<file path="src/rtl/tip_loc_pkg.sv">
package tip_loc_pkg;
  parameter int unsigned COORD_W = 11;

  typedef logic [COORD_W-1:0] coord_t;

  typedef struct packed {
    coord_t x;
    coord_t y;
  } pt_t;

  typedef enum logic {
    DIAG_TL_BR = 1'b0,
    DIAG_BL_TR = 1'b1
  } diag_e;
endpackage

</file>
<file path="src/rtl/tip_bound_acc.sv">
module tip_bound_acc
  import tip_loc_pkg::*;
#(
  parameter int unsigned IMG_W = 640,
  parameter int unsigned IMG_H = 480
) (
  input  logic   clk_i,
  input  logic   rst_ni,
  input  logic   pix_valid_i,
  input  logic   pix_on_i,
  input  coord_t pix_x_i,
  input  coord_t pix_y_i,
  output logic   eof_o,
  output logic   hit_o,
  output coord_t min_x_o,
  output coord_t max_x_o,
  output coord_t min_y_o,
  output coord_t max_y_o,
  output coord_t top_x_o
);
  localparam coord_t LAST_X = coord_t'(IMG_W - 1);
  localparam coord_t LAST_Y = coord_t'(IMG_H - 1);

  logic   sof, eof;
  logic   hit_q, hit_d;
  coord_t min_x_q, max_x_q, min_y_q, max_y_q, top_x_q;
  coord_t min_x_d, max_x_d, min_y_d, max_y_d, top_x_d;
  logic   eof_q;

  assign sof = pix_valid_i && (pix_x_i == '0) && (pix_y_i == '0);
  assign eof = pix_valid_i && (pix_x_i == LAST_X) && (pix_y_i == LAST_Y);

  always_comb begin
    if (sof) begin
      hit_d   = 1'b0;
      min_x_d = '1;
      max_x_d = '0;
      min_y_d = '1;
      max_y_d = '0;
      top_x_d = '0;
    end else begin
      hit_d   = hit_q;
      min_x_d = min_x_q;
      max_x_d = max_x_q;
      min_y_d = min_y_q;
      max_y_d = max_y_q;
      top_x_d = top_x_q;
    end
    if (pix_valid_i && pix_on_i) begin
      // first set pixel in raster order marks the upper touch column
      if (!hit_d) top_x_d = pix_x_i;
      hit_d = 1'b1;
      if (pix_x_i < min_x_d) min_x_d = pix_x_i;
      if (pix_x_i > max_x_d) max_x_d = pix_x_i;
      if (pix_y_i < min_y_d) min_y_d = pix_y_i;
      if (pix_y_i > max_y_d) max_y_d = pix_y_i;
    end
  end

  always_ff @(posedge clk_i or negedge rst_ni) begin
    if (!rst_ni) begin
      hit_q   <= 1'b0;
      min_x_q <= '1;
      max_x_q <= '0;
      min_y_q <= '1;
      max_y_q <= '0;
      top_x_q <= '0;
      eof_q   <= 1'b0;
    end else begin
      hit_q   <= hit_d;
      min_x_q <= min_x_d;
      max_x_q <= max_x_d;
      min_y_q <= min_y_d;
      max_y_q <= max_y_d;
      top_x_q <= top_x_d;
      eof_q   <= eof;
    end
  end

  assign eof_o   = eof_q;
  assign hit_o   = hit_q;
  assign min_x_o = min_x_q;
  assign max_x_o = max_x_q;
  assign min_y_o = min_y_q;
  assign max_y_o = max_y_q;
  assign top_x_o = top_x_q;

  AST_BOX_ORDER: assert property (@(posedge clk_i) disable iff (!rst_ni)
    hit_q |-> (min_x_q <= max_x_q) && (min_y_q <= max_y_q));

  AST_TOP_IN_BOX: assert property (@(posedge clk_i) disable iff (!rst_ni)
    hit_q |-> (top_x_q >= min_x_q) && (top_x_q <= max_x_q));
endmodule

</file>
<file path="src/rtl/tip_diag_pick.sv">
module tip_diag_pick
  import tip_loc_pkg::*;
(
  input  logic   clk_i,
  input  logic   rst_ni,
  input  logic   eof_i,
  input  logic   hit_i,
  input  coord_t min_x_i,
  input  coord_t max_x_i,
  input  coord_t min_y_i,
  input  coord_t max_y_i,
  input  coord_t top_x_i,
  output logic   vld_o,
  output pt_t    p1_o,
  output pt_t    p2_o
);
  coord_t gap_l, gap_r;
  diag_e  diag;
  pt_t    p1_d, p2_d;
  pt_t    p1_q, p2_q;
  logic   vld_q;

  assign gap_l = top_x_i - min_x_i;
  assign gap_r = max_x_i - top_x_i;
  assign diag  = (gap_l < gap_r) ? DIAG_TL_BR : DIAG_BL_TR;

  always_comb begin
    p1_d.x = min_x_i;
    p2_d.x = max_x_i;
    if (diag == DIAG_TL_BR) begin
      p1_d.y = min_y_i;
      p2_d.y = max_y_i;
    end else begin
      p1_d.y = max_y_i;
      p2_d.y = min_y_i;
    end
  end

  always_ff @(posedge clk_i or negedge rst_ni) begin
    if (!rst_ni) begin
      vld_q <= 1'b0;
      p1_q  <= '0;
      p2_q  <= '0;
    end else begin
      vld_q <= eof_i && hit_i;
      if (eof_i) begin
        p1_q <= p1_d;
        p2_q <= p2_d;
      end
    end
  end

  assign vld_o = vld_q;
  assign p1_o  = p1_q;
  assign p2_o  = p2_q;
endmodule

</file>
<file path="src/rtl/tip_select.sv">
module tip_select
  import tip_loc_pkg::*;
#(
  parameter int unsigned IMG_W = 640,
  parameter int unsigned IMG_H = 480
) (
  input  logic   clk_i,
  input  logic   rst_ni,
  input  logic   vld_i,
  input  pt_t    p1_i,
  input  pt_t    p2_i,
  output coord_t tip_x_o,
  output coord_t tip_y_o,
  output logic   tip_valid_o
);
  localparam coord_t LAST_X = coord_t'(IMG_W - 1);
  localparam coord_t LAST_Y = coord_t'(IMG_H - 1);

  logic p1_edge;
  pt_t  tip_d, tip_q;
  logic vld_q;

  assign p1_edge = (p1_i.x == '0) || (p1_i.x == LAST_X) ||
                   (p1_i.y == '0) || (p1_i.y == LAST_Y);
  assign tip_d   = p1_edge ? p2_i : p1_i;

  always_ff @(posedge clk_i or negedge rst_ni) begin
    if (!rst_ni) begin
      tip_q <= '0;
      vld_q <= 1'b0;
    end else begin
      vld_q <= vld_i;
      if (vld_i) tip_q <= tip_d;
    end
  end

  assign tip_x_o     = tip_q.x;
  assign tip_y_o     = tip_q.y;
  assign tip_valid_o = vld_q;

  AST_PULSE_ONE: assert property (@(posedge clk_i) disable iff (!rst_ni)
    vld_q |=> !vld_q);

  AST_TIP_HELD: assert property (@(posedge clk_i) disable iff (!rst_ni)
    (tip_q != $past(tip_q)) |-> vld_q);

  AST_TIP_IN_IMG: assert property (@(posedge clk_i) disable iff (!rst_ni)
    vld_q |-> (tip_q.x <= LAST_X) && (tip_q.y <= LAST_Y));
endmodule

</file>
<file path="src/rtl/tip_locator.sv">
module tip_locator
  import tip_loc_pkg::*;
#(
  parameter int unsigned IMG_W = 640,
  parameter int unsigned IMG_H = 480
) (
  input  logic        clk_i,
  input  logic        rst_ni,
  input  logic        pix_valid_i,
  input  logic        pix_on_i,
  input  logic [10:0] pix_x_i,
  input  logic [10:0] pix_y_i,
  output logic [10:0] tip_x_o,
  output logic [10:0] tip_y_o,
  output logic        tip_valid_o
);
  logic   eof_q, hit_q, pick_vld;
  coord_t min_x, max_x, min_y, max_y, top_x;
  pt_t    p1, p2;

  tip_bound_acc #(.IMG_W(IMG_W), .IMG_H(IMG_H)) acc_i (
    .clk_i       (clk_i),
    .rst_ni      (rst_ni),
    .pix_valid_i (pix_valid_i),
    .pix_on_i    (pix_on_i),
    .pix_x_i     (pix_x_i),
    .pix_y_i     (pix_y_i),
    .eof_o       (eof_q),
    .hit_o       (hit_q),
    .min_x_o     (min_x),
    .max_x_o     (max_x),
    .min_y_o     (min_y),
    .max_y_o     (max_y),
    .top_x_o     (top_x)
  );

  tip_diag_pick pick_i (
    .clk_i   (clk_i),
    .rst_ni  (rst_ni),
    .eof_i   (eof_q),
    .hit_i   (hit_q),
    .min_x_i (min_x),
    .max_x_i (max_x),
    .min_y_i (min_y),
    .max_y_i (max_y),
    .top_x_i (top_x),
    .vld_o   (pick_vld),
    .p1_o    (p1),
    .p2_o    (p2)
  );

  tip_select #(.IMG_W(IMG_W), .IMG_H(IMG_H)) sel_i (
    .clk_i       (clk_i),
    .rst_ni      (rst_ni),
    .vld_i       (pick_vld),
    .p1_i        (p1),
    .p2_i        (p2),
    .tip_x_o     (tip_x_o),
    .tip_y_o     (tip_y_o),
    .tip_valid_o (tip_valid_o)
  );

  AST_EMPTY_SILENT: assert property (@(posedge clk_i) disable iff (!rst_ni)
    (eof_q && !hit_q) |=> ##1 !tip_valid_o);
endmodule

</file>
<file path="config.mk">
export PLATFORM = sky130hd
export DESIGN_NAME = tip_locator
export DESIGN_NICKNAME = d
export VERILOG_FILES = /design/src/rtl/tip_loc_pkg.sv /design/src/rtl/tip_bound_acc.sv /design/src/rtl/tip_diag_pick.sv /design/src/rtl/tip_select.sv /design/src/rtl/tip_locator.sv
export SDC_FILE = /design/constraint.sdc
export NUM_CORES = 1
export LEC_CHECK = 0
export BUFFER_PORTS_ARGS = -buffer_cell sky130_fd_sc_hd__buf_4
export CAP_MARGIN = 10
export CORE_MARGIN = 3
export CORE_UTILIZATION = 61
export DETAILED_ROUTE_END_ITERATION = 6
export PLACE_DENSITY = 0.84
export RECOVER_POWER = 50
export SLEW_MARGIN = 20
export SYNTH_ARGS = -nofsm -noshare
export SYNTH_HDL_FRONTEND = slang
export SYNTH_SLANG_ARGS = --single-unit
</file>
<file path="constraint.sdc">
create_clock -name clk_i -period 5 [get_ports clk_i]
set_input_delay 0 -clock clk_i [delete_from_list [all_inputs] [get_ports clk_i]]
set_output_delay 0 -clock clk_i [all_outputs]
set_load 0.02 [all_outputs]
</file>
Word level (Yosys, flattened, before mapping)

Index checks and enable logic that the tools add are counted.
W data, S select, Z words.

$lt $le $gt $ge: 5
Reductions and logical operators: 13
Equality and inequality tests: 4
Add/sub/neg operators: 2
Multiplexer cells: 20

Operators with widths:

| operator               | number |
|---|---|
| $mux W11               | 17 |
| $logic_not A11 Y1      | 4 |
| $lt A11 B11 Y1         | 3 |
| $eq A11 B10 Y1 const B | 2 |
| $eq A11 B9 Y1 const B  | 2 |
| $gt A11 B11 Y1         | 2 |
| $mux W22               | 1 |
| $sub A11 B11 Y11       | 2 |
| $logic_and A1 B1 Y1    | 6 |
| $logic_or A1 B1 Y1     | 3 |
| $mux W1                | 2 |

Input port bits: 26
Logic and storage cells: 59
Output and inout bits: 23
Flip-flop bits (word level): 125

Logic depth before layout (Yosys ltp)

Gate-level depths: netlist of run 1.

Depth after elaboration: 7
Mapped depth: 17
Gate-level depth less buffers: 16

By module

Synthesis of run 1 repeated with hierarchy kept, for this count alone.

Cells, all modules: 858
Area total of the unflattened synthesis: 8079.0 um^2

By module, submodules not included:

| module        | times used | cells each | area an instance (um^2) | seq. area each (um^2) |
|---|---|---|---|---|
| tip_bound_acc | 1          | 347        | 3432.0                  | 1453.9 |
| tip_diag_pick | 1          | 371        | 3422.0                  | 1126.1 |
| tip_select    | 1          | 140        | 1224.9                  | 575.6 |

Worst setup path before layout of run 1

OpenSTA, ideal clock, no wires.

Kind: register to register
Start point: reg acc_i.min_x_q[0], in the netlist acc_i.min_x_o[0]
End point: reg pick_i.p1_q, in the netlist pick_i.p1_o[10]
Library setup time: 0.137 ns
Arrival time: 3.768 ns
Required time: 4.863 ns
Stages on the path, launching flop included: 17
Clock period less this slack: 3.905 ns
Buffers on the path: 1
Setup slack: 1.095 ns
Cell sequence: dfstp_2 -> ha_1 -> inv_1 -> fa_1 -> a21o_1 -> a21oi_1 -> o21ai_0 -> or4_1 -> a31o_2 -> a21oi_1 -> xnor2_1 -> ha_1 -> o2111ai_1 -> o21ai_1 -> buf_2 -> mux2i_1 -> a21oi_1

Cells in the longest elaborated chain, start to end: 3

RTL lines:

| element                | RTL line            | source |
|---|---|---|
| from (decl)            | tip_bound_acc.sv:26 | `coord_t min_x_q, max_x_q, min_y_q, max_y_q, top_x_q;` |
| from (signal assigned) | tip_bound_acc.sv:71 | `min_x_q <= min_x_d;` |
| $sub A11 B11 Y11       | tip_diag_pick.sv:23 | `assign gap_l = top_x_i - min_x_i;` |
| $lt A11 B11 Y1         | tip_diag_pick.sv:25 | `assign diag = (gap_l < gap_r) ? DIAG_TL_BR : DIAG_BL_TR;` |
| $mux W11               | tip_diag_pick.sv:30 | `if (diag == DIAG_TL_BR) begin` |
| to (signal assigned)   | tip_diag_pick.sv:47 | `p1_q <= p1_d;` |
| to (decl)              | tip_diag_pick.sv:20 | `pt_t p1_q, p2_q;` |

Every way passes these cells.
A chain may end at the register's enable or synchronous reset.

Worst setup path after layout of run 1

Start point: reg acc_i.min_x_q[0], in the netlist acc_i.min_x_o[0]
End point: reg pick_i.p2_q, in the netlist pick_i.p2_o[6]

Cells in the longest elaborated chain, start to end: 3

RTL lines:

| element              | RTL line            | source |
|---|---|---|
| $sub A11 B11 Y11     | tip_diag_pick.sv:23 |  |
| $lt A11 B11 Y1       | tip_diag_pick.sv:25 |  |
| $mux W11             | tip_diag_pick.sv:30 |  |
| to (signal assigned) | tip_diag_pick.sv:48 | `p2_q <= p2_d;` |
| to (decl)            | tip_diag_pick.sv:20 |  |

Every way passes these cells.

==> impl_metrics.ini, run 1 <==
[final_layout]
num_antenna_cells = 0
layout.nets = 893
drive_above_1_share_pct = 14.4
final_util_pct = 74.0
area_growth_pct = 16.9

[placed_design]
finalWeightedCongestion = 0.960
io_buffers = 48
dpl.hpwl_um = 13200

[floorplanning]
die_x_um = 116
boundaryPins = 49
initial_core_util_pct = 63.3
floorplan.die_area_um2 = 13400
die_h_um = 116
rows = 39
core_um2 = 11600

[route]
vias = 5992
drtPass1Iterations = 5
highest_layer = met4
met2_length_um = 8990
wl_per_cell_um = 20.3
viasPerCell = 6.30
ant_nets = 0
wl_met3_um = 1440
drc = 0
wl_met1_um = 8310
drt_iter0_drc = 650
wl_um = 19300

[global_route]
antenna_found_initial = 0
grt_max_degree = 94
grtUsageTotal_pct = 30.0
overflow = 0
grt_pass1_vias = 6017
grt_pass1_wl_um = 30700

[synth]
yosysWarnings = 0
synth_edf_count = 0
synth_nets = 821
synth_top_area_cell = dfrtp_1
synth-seq-area-share_pct = 42.9
async_reset_ff_share_pct = 100
synthDistinctLibCells = 51
synth_area_um2 = 7350
syn_avg_cell_area_um2 = 10.2
synth.top_cell.area_share_pct = 35.0
yosysMostFrequentCell = dfrtp_1
syn_inst = 723
ys_ff_latch = 125
synth_area_leaders = dfrtp_1 35%, ha_1 12%, mux2i_1 11%, dfstp_2 7.9%, a21oi_1 4.6%
synth_common_cells = 103 x dfrtp_1, 82 x mux2i_1, 82 x nor2_1
synthFlopType = dfrtp_1

[clocking]
cts_resized = 0
cts_tree = yes
cts_buffers = 17
clockRootBuffer = clkbuf_16
clk_path_buf_depth = 2
cts.sinks = 125
ctsHoldBuffers = 26
cts_setup_buffers = 0
clk-insertion-delay-late_ns = 0.42
h-tree-depth = 4
clk_pin_slew_ns = 0.06

[power_and_ir_drop]
p_comb_share_pct = 51.1
p_sw_mw = 2.36
power.share.switching_pct = 40.9
ir_worst_vdd_uv = 605
power_frac_clock_pct = 22.2
internal_power_mw = 3.40
p_leak_nw = 4.22
powerDensity_nw_per_um2 = 671
p_seq_share_pct = 26.7

[sta]
period_share_pct = 89.6
rsz0062_at_grt = no
worstMarginPinSlew_ns = 2.17
hold_violations = 0
setup_viol = 0
relSlewSlack_pct = -44.7
fmax_mhz = 223
maxSlewViolCount = 102
fin_tns_setup_ns = 0
final.min_clock_period_ns = 4.48
clock_skew_ns = 0.00711

[run_status]
status = finished, violations left
violations = capacitance limit, slew limit

[worst_setup_path]
endpoint_kind = register
path_max_fanout = 22
critPathKind = register to register
cp_common_cell = a21oi_1
worst_ep_arrival_time_ns = 4.67
worst_path_max_delay_cell = dfstp_2
crit_path_max_incr_delay_ns = 0.56
crit_chain = ha_1 > inv_1 > fa_1 > a21o_1 > a21oi_1 > o21ai_0 > or4_1 > a31o_2 > a21oi_1 > xnor2_1 > ha_1 > o2111ai_1 > o21ai_2 > buf_4 > mux2i_1 > a21oi_1
startpoint_type = register
cp.required_ns = 5.19

[hold_path]
hold_class = primary input to asynchronous set/reset pin

[job]
maxCapViolCount = 2
[flip-flops by register name, indices dropped and copies added, names as in the netlist, 11 cells and up]
name           flops
acc_i.max_x_o     11
acc_i.max_y_o     11
acc_i.min_x_o     11
acc_i.min_y_o     11
acc_i.top_x_o     11
pick_i.p1_o       22
pick_i.p2_o       22
sel_i.tip_x_o     11
sel_i.tip_y_o     11
[final cells by class]
type                            instances  area [um^2]
Multi-Input combinational cell        519         3870
Sequential cell                       125         3160
Fill cell                             809         3020
Timing Repair Buffer                   82          591
Clock buffer                           19          443
Inverter                               50          188
Tap cell                              143          179
Clock inverter                         13          165
[layer usage]
| metal | track usage [%] | vias to the layer above |
|---|---|---|
| li1 | - | 2708 |
| met1 | 40.6 | 2930 |
| met2 | 47.7 | 308 |
| met3 | 4.91 | 46 |
| met4 | 13.4 | 0 |
| met5 | 0 | - |
[cells in the final DEF, fill, tap and decap left out, types with 4 or more instances in the layout]
cell type        n
dfrtp_1        103
mux2i_1         82
nor2_1          81
ha_1            70
a21oi_1         68
nand2_1         51
inv_1           50
buf_4           30
clkbuf_1        26
dlygate4sd3_1   26
mux2_2          24
dfstp_2         22
clkbuf_16       17
nand4_1         15
o21ai_0         14
xnor2_1         13
a21o_1          12
o31ai_1         10
xor2_1           8
nor3_1           7
nor4_1           7
and2_1           4
a311oi_1         4
or4_1            4
nand3_1          4
clkinvlp_4       4
[power by group through the flow]
| stage | logic, mW | clock network, mW | registers [mW] |
|---|---|---|---|
| floorplan | 2.24 | 0 | 1.39 |
| global placement | 2.66 | 0 | 1.51 |
| detailed placement | 2.83 | 0 | 1.53 |
| CTS | 2.89 | 1.28 | 1.52 |
| global route | 3.25 | 1.32 | 1.55 |
| finish | 2.95 | 1.28 | 1.54 |
[worst max-delay path: cells and delay by family, from the launching register on]
kind	cells	cell delay [ns]
adders and majority gates	3	0.93
muxes	1	0.29
AOI/OAI and AO/OA	8	1.43
DFF	1	0.56
and+or+nand+nor	1	0.49
buffers and inverters	2	0.43
xor gates and xnor gates	1	0.10
[path summary, 6_finish.rpt]
path | endpoint | cells past startpoint | slack, ns | start
setup / recovery | pick_i.p2_o[6] | 16 | 0.52 | acc_i.min_x_o[0]
hold / removal | sel_i.tip_x_o[2] | 2 | 0.22 | rst_ni
setup reg to reg | pick_i.p2_o[6] | 16 | 0.52 | acc_i.min_x_o[0]
hold reg to reg | pick_i.p2_o[14] | 1 | 0.51 | pick_i.p2_o[14]
max in group asynchronous | acc_i.max_x_o[2] | 3 | 2.46 | rst_ni
min in group clk_i | acc_i.max_y_o[10] | 4 | 0.38 | pix_y_i[10]
[logic make-up (layout without fill, tap and decap cells)]
kind of cell    Yosys count  count (layout)  share of synthesized area [%]
flops                   125             125                           42.9
compound gates          135             135                           11.5
mux                     106             106                           14.8
xor+xnor                 21              21                           2.50
fa+ha+maj                72              72                           12.5
buf+inv                  79             164                           4.64
simple gates            185             185                           11.2
[per-stage QoR]
step                cells  setup WS (ns)  total power, mW  hold slack, ns  area [um^2]
floorplan             723           1.10             3.63          -0.296         7350
global placement      893          0.888             4.17           0.258         7820
detailed placement    893          0.723             4.36           0.263         7820
CTS                   951          0.646             5.69           0.364         8690
global route          951          0.366             6.12           0.309         8600
finish                951          0.518             5.76           0.220         8600
Note: power is estimated with default switching activity, not from simulation.
==> inputs of run 2 (changes only) <==
RECOVER_POWER = 25   (was 50)
==> run 2 against run 1 <==
The run now ends clean; combinational power about the same; clock skew rose by 0.0014 ns; final cell count unchanged; global-route usage unchanged; non-clock buffer count did not move; power hardly changed; sequential share of layout area fell by 0.36 points; via count grew 0.58%; critical endpoint unchanged; largest cell class unchanged.
==> impl_metrics.ini, run 2 (synthesis gave the netlist of run 1 again) <==
[power_and_ir_drop]
power.share.switching_pct = 40.9
powerDensity_nw_per_um2 = 663
p_sw_mw = 2.36
internal_power_mw = 3.40
p_leak_nw = 4.32
power_frac_clock_pct = 22.1
p_seq_share_pct = 26.7
ir_worst_vdd_uv = 603
p_comb_share_pct = 51.2

[sta]
period_share_pct = 87.8
clock_skew_ns = 0.00854
hold_violations = 0
whs_ns = 0.223
relSlewSlack_pct = 30.2
final.min_clock_period_ns = 4.39
worstMarginPinSlew_ns = 1.05
rsz0062_at_grt = no
fin_tns_setup_ns = 0
fmax_mhz = 228
maxSlewViolCount = 0
setup_viol = 0

[route]
drt_iter0_drc = 606
vias = 6027
drc = 0
wl_um = 19200
wl_per_cell_um = 20.2
drtPass1Iterations = 7
viasPerCell = 6.34
ant_nets = 0

[final_layout]
area_growth_pct = 18.2
num_antenna_cells = 0
drive_above_1_share_pct = 17.7
n_fill_cell = 771
layout.nets = 893
most-common-layout-cells = 101 x dfrtp_1, 82 x mux2i_1, 81 x nor2_1
final_common_cell = dfrtp_1
instances_no_fill = 951

[clocking]
clockRootBuffer = clkbuf_16
clk_pin_slew_ns = 0.06
cts.sinks = 125
cts_buffers = 17
cts_tree = yes
clk_path_buf_depth = 2
ctsHoldBuffers = 26
h-tree-depth = 4
cts_resized = 0
cts_setup_buffers = 0
clk-insertion-delay-late_ns = 0.42

[floorplanning]
rows = 39
core_um2 = 11600
initial_core_util_pct = 63.3
boundaryPins = 49
floorplan.die_area_um2 = 13400
die_x_um = 116
die_h_um = 116

[job]
maxCapViolCount = 0

[placed_design]
dp_cells = 893
io_buffers = 48
dpl.hpwl_um = 13200
finalWeightedCongestion = 0.960

[worst_setup_path]
r2r_slack_ns = 0.61
worst_ep_arrival_time_ns = 4.65
critical_path_cell_count = 16
r2r_start = acc_i.min_x_o[0]
reg2reg_depth = 16
path_max_fanout = 22
critPathBufInv = 2
cp.required_ns = 5.26
crit_path_max_incr_delay_ns = 0.56
critPathCapture = pick_i.p2_o[6]
crit_chain = ha_1 > inv_1 > fa_1 > a21o_1 > a21oi_1 > o21ai_0 > or4_1 > a31o_2 > a21oi_1 > xnor2_1 > ha_1 > o2111ai_1 > o21ai_2 > buf_4 > mux2i_1 > a21oi_1
crit_family = compound AO/OA/AOI/OAI gates
worst_path_max_delay_cell = dfstp_2
endpoint_kind = register
critPathKind = register to register
cp_common_cell = a21oi_1
startpoint_type = register
crit_start = acc_i.min_x_o[0]
reg2reg_to = pick_i.p2_o[6]

[global_route]
use_met3_pct = 4.91
grtUsageMet1_pct = 40.6
grt_pass1_wl_um = 30700
grt_max_degree = 94
grt_pass1_vias = 6017
antenna_found_initial = 0
top_usage_layer = met2
overflow = 0
grtUsageMet2_pct = 47.7
grtUsageTotal_pct = 30.0

[run_status]
status = finished clean

[hold_path]
hold_class = primary input to asynchronous set/reset pin
[run 2: worst min path at each step]
stage | startpoint | end | slack (ns) | depth (start not counted)
2_1_floorplan | rst_ni | acc_i.eof_o | -0.30 | 0
3_3_place_gp | pix_x_i[10] | acc_i.min_x_o[10] | 0.26 | 3
3_5_place_dp | pix_x_i[10] | acc_i.min_x_o[10] | 0.26 | 3
4_1_cts | pix_x_i[8] | acc_i.top_x_o[8] | 0.36 | 4
5_1_grt | rst_ni | acc_i.top_x_o[3] | 0.31 | 2
6_report | rst_ni | sel_i.tip_x_o[2] | 0.22 | 2
[run 2: final cells by class]
class | instances | area (um^2) | share of cell area (%)
Clock buffer | 19 | 443 | 5.09
Clock inverter | 13 | 165 | 1.90
Inverter | 50 | 188 | 2.16
Multi-Input combinational cell | 519 | 3870 | 44.6
Sequential cell | 125 | 3160 | 36.4
Tap cell | 143 | 179 | 2.06
Timing Repair Buffer | 82 | 684 | 7.87
[run 2: layer usage]
layer | wire length, um | up-vias
met5 | 0 | -
met4 | 609 | 0
met3 | 1510 | 57
met2 | 8960 | 320
met1 | 8110 | 2942
li1 | - | 2708
[run 2: through the flow]
step	total power [mW]	setup slack (ns)	instance area (um^2)	util, %
global placement	4.17	0.888	7820	67.3
global route	6.12	0.449	8690	74.9
floorplan	3.63	1.10	7350	-
detailed placement	4.36	0.723	7820	67.3
CTS	5.69	0.646	8690	74.8
finish	5.76	0.608	8690	74.9
[run 2: worst register-to-register path, stage by stage (launching register included)]
cell and delay [ns]:
dfstp_2 0.56, ha_1 0.17, inv_1 0.07, fa_1 0.45, a21o_1 0.20, a21oi_1 0.23
o21ai_0 0.15, or4_1 0.49, a31o_2 0.26, a21oi_1 0.19, xnor2_1 0.10, ha_1 0.31
o2111ai_1 0.12, o21ai_2 0.16, buf_4 0.36, mux2i_1 0.30, a21oi_1 0.11
[run 2: power groups by stage]
| stage | clock [mW] | sequential (mW) | combinational [mW] |
|---|---|---|---|
| 6_report | 1.27 | 1.54 | 2.95 |
| 5_1_grt | 1.32 | 1.55 | 3.25 |
| 4_1_cts | 1.28 | 1.52 | 2.89 |
| 3_5_place_dp | 0 | 1.53 | 2.83 |
| 3_3_place_gp | 0 | 1.51 | 2.66 |
| 2_1_floorplan | 0 | 1.39 | 2.24 |
==> inputs of run 3 (changes only) <==
CORE_UTILIZATION = 65   (was 61)
PLACE_DENSITY = 0.89   (was 0.84)
clock period = 5.4 ns   (was 5 ns; I/O delays follow)
==> run 3 against run 2 <==
The flow now finishes with violations (capacitance limit, slew limit); via count is 0.68% higher; clock power is 9% lower; sequential power is 7% lower; clock-buffer cell count is 2 higher; critical path type unchanged; critical endpoint is now pick_i.p1_o[5]; largest cell class unchanged; largest power group unchanged; highest routed layer unchanged.
==> impl_metrics.ini, run 3 (synthesis gave the netlist of run 1 again) <==
[sta]
period_share_pct = 80.8
rsz0062_at_grt = no
clock_skew_ns = 0.0127
worstMarginPinSlew_ns = 2.77
fin_tns_setup_ns = 0
final.min_clock_period_ns = 4.36
hold_violations = 0
relSlewSlack_pct = -84.5
fmax_mhz = 229
maxSlewViolCount = 54
setup_viol = 0

[worst_setup_path]
r2r_slack_ns = 1.04
endpoint_kind = register
startpoint_type = register
cp.required_ns = 5.66
critPathKind = register to register
worst_ep_arrival_time_ns = 4.63
path_max_fanout = 22

[route]
viasPerCell = 6.41
drt_iter0_drc = 575
wl_met1_um = 8310
wl_met3_um = 1700
ant_nets = 0
drtPass1Iterations = 5
drc = 0
highest_layer = met4
met2_length_um = 9480
wl_per_cell_um = 21.4
wl_um = 20200
vias = 6068

[final_layout]
regArea_um2 = 3160
layout.nets = 891
num_antenna_cells = 0
drive_above_1_share_pct = 15.3
final_common_cell = dfrtp_1
most-common-layout-cells = 101 x dfrtp_1, 82 x mux2i_1, 81 x nor2_1
area_growth_pct = 16.8
multi_input_area_um2 = 3870
stdcell_area_um2 = 8590
n_fill_cell = 737

[job]
maxCapViolCount = 1

[floorplanning]
rows = 38
die_x_um = 112
floorplan.die_area_um2 = 12600
core_um2 = 10900
die_h_um = 112
boundaryPins = 49
initial_core_util_pct = 67.3

[global_route]
grtUsageTotal_pct = 33.0
overflow = 0
grt_pass1_wl_um = 32400
grt_max_degree = 74
antenna_found_initial = 0
grt_pass1_vias = 6292

[clocking]
clockRootBuffer = clkbuf_16
clk-insertion-delay-late_ns = 0.43
clk_pin_slew_ns = 0.06
h-tree-depth = 4
clk_path_buf_depth = 2
cts_buffers = 17
cts_tree = yes
cts.sinks = 125

[run_status]
violations = capacitance limit, slew limit
status = finished, violations left

[power_and_ir_drop]
powerDensity_nw_per_um2 = 623
ir_worst_vdd_uv = 439
p_leak_nw = 4.24

[placed_design]
dpl.hpwl_um = 13600
place_area_um2 = 7810
io_buffers = 48
finalWeightedCongestion = 0.941

[hold_path]
hold_class = primary input to register
-- run 3: cell count changes in the layout (fill, tap and decap cells not counted), sizes merged --
cell | previous run | this run
clkbuf | 19 | 38
clkinvlp | 4 | 2
buf | 56 | 38
clkinv | 3 | 6
dlygate4sd3 | 26 | 25
inv | 53 | 50
-- run 3: power by group --
part / internal (mW) / total, mW / switching [mW]
registers: 1.18 / 1.43 / 0.247
logic: 1.23 / 2.77 / 1.54
clock network: 0.734 / 1.16 / 0.422
-- run 3: what timing repair did --
| action | 4_1_cts | 5_1_grt |
|---|---|---|
| hold endpoints to repair | 108 | 0 |
| hold buffers | 25 | 0 |
| endpoints found under the setup margin | 0 | 0 |
| gates resized for setup | 0 | 0 |
| buffers inserted | 0 | 0 |
-- run 3: worst max-delay path, cell delays in order, from the launching register on --
cell	delay, ns
dfstp_2	0.56
ha_1	0.15
inv_1	0.07
fa_1	0.45
a21o_1	0.20
a21oi_1	0.23
o21ai_0	0.16
or4_1	0.44
a31o_2	0.26
a21oi_1	0.18
xnor2_1	0.09
ha_1	0.31
o2111ai_1	0.14
o21ai_2	0.18
buf_4	0.36
mux2i_1	0.29
a21oi_1	0.11
-- run 3: worst paths after layout --
| kind | from | endpoint | depth (start not counted) |
|---|---|---|---|
| min in group asynchronous | rst_ni | acc_i.top_x_o[2] | 2 |
| setup / recovery | acc_i.min_x_o[0] | pick_i.p1_o[5] | 16 |
| hold / removal | pix_on_i | acc_i.hit_o | 3 |
| setup reg to reg | acc_i.min_x_o[0] | pick_i.p1_o[5] | 16 |
| hold reg to reg | pick_i.p2_o[20] | pick_i.p2_o[20] | 1 |
| max in group asynchronous | rst_ni | acc_i.eof_o | 3 |
-- run 3: metal layers --
layer / global-route usage (%) / vias up
met2: 51.8 / 327
li1: - / 2705
met4: 15.5 / 0
met3: 7.87 / 65
met5: 0 / -
met1: 43.4 / 2971
-- run 3: per-stage QoR --
stage | power, mW | setup slack (ns) | hold slack, ns | instances | util [%]
final | 5.35 | 1.04 | 0.0327 | 946 | 78.6
after CTS | 5.28 | 1.07 | 0.00580 | 946 | 79.1
after detailed placement | 4.04 | 1.12 | 0.0660 | 889 | 71.4
after global routing | 5.68 | 0.828 | 0.0293 | 946 | 78.6
after global placement | 3.88 | 1.34 | 0.0553 | 889 | 71.4
after floorplan | 3.36 | 1.50 | -0.296 | 723 | -
-- run 3: layout make-up --
cell class                 instances  share of cell area [%]
clock inverter                    11                    1.66
clock buffer                      21                    5.24
inverter                          50                    2.18
tap                              140                    2.04
multi-input combinational        519                    45.1
sequential                       125                    36.8
timing repair buffer              80                    6.98
